**config.mk**
```make
export PLATFORM = sky130hd
export DESIGN_NAME = clk_failover_seq
export DESIGN_NICKNAME = d
export VERILOG_FILES = /design/src/rtl/clksw_pkg.sv /design/src/rtl/clksw_dly_cnt.sv /design/src/rtl/clksw_lock_qual.sv /design/src/rtl/clksw_fsm.sv /design/src/rtl/clk_failover_seq.sv
export SDC_FILE = /design/constraint.sdc
export NUM_CORES = 1
export LEC_CHECK = 0
export BUFFER_PORTS_ARGS = -buffer_cell sky130_fd_sc_hd__buf_2
export CAP_MARGIN = 20
export CORE_UTILIZATION = 40
export DETAILED_ROUTE_END_ITERATION = 12
export GPL_TIMING_DRIVEN = 0
export PLACE_DENSITY_LB_ADDON = 0.15
export SYNTH_ARGS = -nofsm -noshare
export SYNTH_HDL_FRONTEND = slang
export SYNTH_SLANG_ARGS = --single-unit
export TNS_END_PERCENT = 30
```
**constraint.sdc**
```tcl
create_clock -name clk -period 4 [get_ports clk]
set_input_delay 0.2 -clock clk [delete_from_list [all_inputs] [get_ports clk]]
set_output_delay 0.2 -clock clk [all_outputs]
set_load 0.1 [all_outputs]
```
**src/rtl/clksw_pkg.sv**
```systemverilog
package clksw_pkg;
  typedef enum logic [4:0] {
    PH_IDLE   = 5'b00001,
    PH_HOLD   = 5'b00010,
    PH_SWITCH = 5'b00100,
    PH_RELOCK = 5'b01000,
    PH_RUN    = 5'b10000
  } sw_phase_e;
endpackage

```
**src/rtl/clksw_dly_cnt.sv**
```systemverilog
module clksw_dly_cnt #(
  parameter int DLY_W = 5
) (
  input  logic             clk,
  input  logic             rst,
  input  logic             run,
  input  logic [DLY_W-1:0] limit,
  output logic             done
);
  logic [DLY_W-1:0] cnt_q;

  // Counts cycles spent in the hold phase; saturates at the limit.
  always_ff @(posedge clk) begin
    if (rst || !run)    cnt_q <= '0;
    else if (!done)     cnt_q <= cnt_q + 1'b1;
  end

  assign done = (cnt_q == limit);

  p_dly_bounded_r3: assert property (@(posedge clk) disable iff (rst)
    (run && $stable(limit)) |=> (cnt_q <= limit));
endmodule

```
**src/rtl/clksw_lock_qual.sv**
```systemverilog
module clksw_lock_qual #(
  parameter int LOCK_W = 4
) (
  input  logic              clk,
  input  logic              rst,
  input  logic              enable,
  input  logic              lock_in,
  input  logic [LOCK_W-1:0] need,
  output logic              stable
);
  localparam logic [LOCK_W-1:0] CNT_MAX = '1;
  logic [LOCK_W-1:0] run_q;

  // Number of earlier consecutive high samples, saturating.
  always_ff @(posedge clk) begin
    if (rst || !enable || !lock_in) run_q <= '0;
    else if (run_q != CNT_MAX)      run_q <= run_q + 1'b1;
  end

  assign stable = lock_in && (run_q >= need);

  p_drop_restarts_r6: assert property (@(posedge clk) disable iff (rst)
    (enable && !lock_in) |=> (run_q == '0));
endmodule

```
**src/rtl/clksw_fsm.sv**
```systemverilog
module clksw_fsm
  import clksw_pkg::*;
(
  input  logic clk,
  input  logic rst,
  input  logic bad0,
  input  logic bad1,
  input  logic wait_done,
  input  logic lock_ok,
  output logic in_hold,
  output logic qual_en,
  output logic pd_en_o,
  output logic sel_o,
  output logic run_o,
  output logic fault_o
);
  sw_phase_e ph_q, ph_d;
  logic sel_q, pd_q, run_q, fault_q;
  logic act_bad, tgt_bad;

  assign act_bad = sel_q ? bad1 : bad0;
  assign tgt_bad = sel_q ? bad0 : bad1;

  always_comb begin
    ph_d = ph_q;
    unique case (ph_q)
      PH_IDLE:   if (act_bad) ph_d = PH_HOLD; else if (lock_ok) ph_d = PH_RUN;
      PH_RUN:    if (act_bad) ph_d = PH_HOLD;
      PH_HOLD:   if (wait_done && !tgt_bad) ph_d = PH_SWITCH;
      PH_SWITCH: ph_d = PH_RELOCK;
      PH_RELOCK: if (act_bad) ph_d = PH_HOLD; else if (lock_ok) ph_d = PH_RUN;
      default:   ph_d = PH_IDLE;
    endcase
  end

  always_ff @(posedge clk) begin
    if (rst) begin
      ph_q    <= PH_IDLE;
      sel_q   <= 1'b0;
      pd_q    <= 1'b1;
      run_q   <= 1'b0;
      fault_q <= 1'b0;
    end else begin
      ph_q    <= ph_d;
      if (ph_q == PH_HOLD && ph_d == PH_SWITCH) sel_q <= ~sel_q;
      pd_q    <= !(ph_d == PH_HOLD || ph_d == PH_SWITCH);
      run_q   <= (ph_d == PH_RUN);
      fault_q <= fault_q | ((ph_q == PH_HOLD) & bad0 & bad1);
    end
  end

  assign in_hold = (ph_q == PH_HOLD);
  assign qual_en = (ph_q == PH_IDLE) || (ph_q == PH_RELOCK);
  assign pd_en_o = pd_q;
  assign sel_o   = sel_q;
  assign run_o   = run_q;
  assign fault_o = fault_q;

  p_phase_onehot_r11: assert property (@(posedge clk) disable iff (rst)
    $onehot(ph_q));
  p_gated_when_frozen_r2: assert property (@(posedge clk) disable iff (rst)
    !pd_q |-> !run_q);
  p_sel_only_frozen_r4: assert property (@(posedge clk) disable iff (rst)
    !$stable(sel_q) |-> !pd_q);
  p_detector_back_r4: assert property (@(posedge clk) disable iff (rst)
    (ph_q == PH_SWITCH) |=> pd_q);
  p_fault_sticky_r7: assert property (@(posedge clk) disable iff (rst)
    fault_q |=> fault_q);
endmodule

```
**src/rtl/clk_failover_seq.sv**
```systemverilog
module clk_failover_seq #(
  parameter int DLY_W  = 5,
  parameter int LOCK_W = 4,
  parameter int N_OUT  = 2
) (
  input  logic              clk,
  input  logic              rst,
  input  logic              ref_bad0,
  input  logic              ref_bad1,
  input  logic              lock_in,
  input  logic [DLY_W-1:0]  delay_cfg,
  input  logic [LOCK_W-1:0] lock_cfg,
  output logic              pd_en,
  output logic              ref_sel,
  output logic [N_OUT-1:0]  clk_en,
  output logic              fault
);
  logic in_hold, qual_en, wait_done, lock_ok, run_en;

  clksw_dly_cnt #(.DLY_W(DLY_W)) u_dly (
    .clk(clk), .rst(rst), .run(in_hold), .limit(delay_cfg), .done(wait_done)
  );

  clksw_lock_qual #(.LOCK_W(LOCK_W)) u_lock (
    .clk(clk), .rst(rst), .enable(qual_en), .lock_in(lock_in),
    .need(lock_cfg), .stable(lock_ok)
  );

  clksw_fsm u_fsm (
    .clk(clk), .rst(rst), .bad0(ref_bad0), .bad1(ref_bad1),
    .wait_done(wait_done), .lock_ok(lock_ok), .in_hold(in_hold),
    .qual_en(qual_en), .pd_en_o(pd_en), .sel_o(ref_sel),
    .run_o(run_en), .fault_o(fault)
  );

  for (genvar g = 0; g < N_OUT; g++) begin : g_en
    assign clk_en[g] = run_en;
  end

  p_enable_after_lock_r5: assert property (@(posedge clk) disable iff (rst)
    $rose(clk_en[0]) |-> $past(lock_in));
endmodule

```
==> results.toml <==
[outcome]
status = "completed"

[layout]
multiInputGateArea_um2 = 630.6
regArea_um2 = 360.3
finalInstanceArea_um2 = 1177
finish.cell_count_without_fillers = 160
syn_to_final_growth_pct = 14.06
fillerInstances = 252
drive_above_1_share = 0.2846
antenna-diode-count = 0
nNetsFinal = 152

[die]
die_width_um = 52.80
design.die.area_um2 = 2788
io_pins = 19
core_um2 = 2455
initial_utilization = 0.4205
die_y_um = 52.80
core_rows = 18

[grt]
grt_first_pass_wirelength_mm = 2.842
grt_start_max_net_pins = 11
grtUsageTotal = 0.1332
gr-total-overflow = 0
antenna_found_initial = 0
number_of_global_route_vias_before_repair = 677

[logic_synthesis]
area_leader_netlist = "dfxtp_1"
syn-mean-instance-area_um2 = 9.384
synth.distinct_cells = 40
synth-edff-count = 0
ys_warn_count = 0
postSynthRegisterBits = 18
ys_top_cells_by_count = "dfxtp_1 (18), nor2_1 (14), xnor2_1 (7)"
synth.yosys.seq_area_share = 0.3491
yosys-top-cells-area = "dfxtp_1 (35%), ha_1 (7.3%), xnor2_1 (5.9%)"
postSynth.topFlopCell = "dfxtp_1"
synth_area_um2 = 1032
async_flop_share = 0
synth_largest_type_area_fraction = 0.3491
yosysMostFrequentCell = "dfxtp_1"
netlist_instances = 110
mapped_nets = 130

[timing]
fmaxAchievable_mhz = 545.0
hold-worst-slack_ps = 111.4
skew_ps = 3.818
fin_tns_setup_ps = 0
finalSetupViolCount = 0
final_hold_viol_count = 0
slew-limit-headroom = 0.6799
grt_setup_unrepaired = "no"
postLayoutSetupSlackWorst_ps = 2165
slew_viol_final = 0
tightestPinTransition_ps = 483.5
final_worst_path_period_share = 0.4587
final_worst_path_period_need_ps = 1835

[place]
dp_cells = 157
detailedPlacementHpwl_mm = 1.378
pre_cts_ws_ps = 2203
placedInstanceArea_um2 = 1155
gp_routability_congestion = 0.7486
buffer_ports.inserted = 17

[cts]
clkSinkCount = 18
h-tree-depth = 1
cts_setup_buffers = 0
cell_at_the_root_of_the_clock_tree = "clkbuf_4"
post_cts_hold_buffer_count = 0
cts.repair.resized = 0
clock_tree_from_tritoncts = "yes"
cts.clk_slew.worst_paths_ps = 100
insertion_delay_ps = 280
cts_inserted_buffers = 3
cts_max_path_buffers = 2

[critical_path]
timing.critical_path.required_ps = 4230
timing.reg2reg.worst_path_depth = 7
critical_path.max_fanout = 5
crit_path_start_kind = "flop"
timing.setup.critical_path_class = "flop to flop"
cp-end-kind = "flop"
worst-endpoint-arrival_ps = 2070

[routing]
ant_nets = 0
number_of_design_rule_violations_left_after_detail_routing = 0
dr_vias = 802
route.detailed.wl_per_inst_um = 10.75
total_wirelength_mm = 1.720
drt-pass1-iter-count = 4
detailedRoute.firstIterationViolations = 13
avgViaCountPerCell = 5.013

[power_and_ir_drop]
static-leakage-power_nw = 0.4815
power.density_cell_area_nw_per_um2 = 292.7
ir_drop_uv = 247.3

[hold_path]
min_path_type = "input port to flop"
hold_path_depth = 2

[job]
max_cap_viol_count = 0
power breakdown:
| group | internal [mW] | switching, mW | leakage (nW) |
|---|---|---|---|
| clock network | 0.0349 | 0.0504 | 0.0138 |
| registers | 0.185 | 0.00832 | 0.146 |
| logic | 0.0275 | 0.0386 | 0.322 |
| total | 0.247 | 0.0973 | 0.482 |
worst max-delay path, stage by stage (launching register included):
cell,delay (ps)
dfxtp_1,420
inv_1,60
ha_1,260
nand2b_1,140
a21oi_1,130
o21ai_0,150
a2111oi_0,480
or2_1,150
logic make-up (layout without fill, tap and decap cells):
family                     after synthesis  after routing  synth area share
and+or+nand+nor                         41             41            0.2461
DFF                                     18             18            0.3491
muxes                                    5              5           0.05091
AOI/OAI and AO/OA                       22             22            0.1479
buffers and inverters                    7             27           0.03999
xor gates and xnor gates                11             11           0.09333
adders and majority gates                6              6           0.07273
layout make-up:
cell class | count | area share
Multi-Input combinational cell | 85 | 0.5356
Sequential cell | 18 | 0.3061
Timing Repair Buffer | 17 | 0.07226
Tap cell | 30 | 0.03188
Buffer | 3 | 0.02232
Clock buffer | 3 | 0.01913
Inverter | 4 | 0.01275
cells in the final DEF (no fill, tap or decap), drive strengths merged, types with 2 or more instances in the layout:
master and instances:
mux2 2, xnor2 7, inv 4, nand2 4, a21o 2, mux2i 3, dfxtp 18, nand2b 2
a31oi 3, nor2 16, clkbuf 3, o21ai 7, ha 6, nand3 6, a21oi 5, nor3 3
xor2 4, nand3b 2, buf 20
worst paths after layout:
path / start / endpoint / slack [ps]
max reg2reg: u_lock.run_q[0]$_SDFFE_PP0P_ / u_fsm.ph_q[0]$_SDFF_PP1_ / 2170
min reg2reg: u_fsm.fault_o$_SDFF_PP0_ / u_fsm.fault_o$_SDFF_PP0_ / 480
max: u_lock.run_q[0]$_SDFFE_PP0P_ / u_fsm.ph_q[0]$_SDFF_PP1_ / 2170
min: rst / u_fsm.fault_o$_SDFF_PP0_ / 110
metal layers:
layer	GRT usage	routed length [um]	part of all wire
met5	0	0	0
met4	0.04825	4	0.0023
met3	0.02029	40	0.023
met2	0.2004	784	0.46
met1	0.1886	891	0.52
metrics by stage:
stage / power, mW / util
after floorplan: 0.2473 / -
after global placement: 0.2623 / 0.4704
after detailed placement: 0.2639 / 0.4704
after CTS: 0.3518 / 0.4796
after global routing: 0.3668 / 0.4796
final: 0.3447 / 0.4796
registers in the layout, summed over array words and instances, names as in the netlist:
register and flops:
u_fsm.fault_o 1, u_fsm.ph_q 5, u_fsm.sel_o 1, u_lock.run_q 4, u_fsm.run_o 1, u_dly.cnt_q 5
u_fsm.pd_en_o 1
No activity file was read; power rests on OpenSTA's default activity.
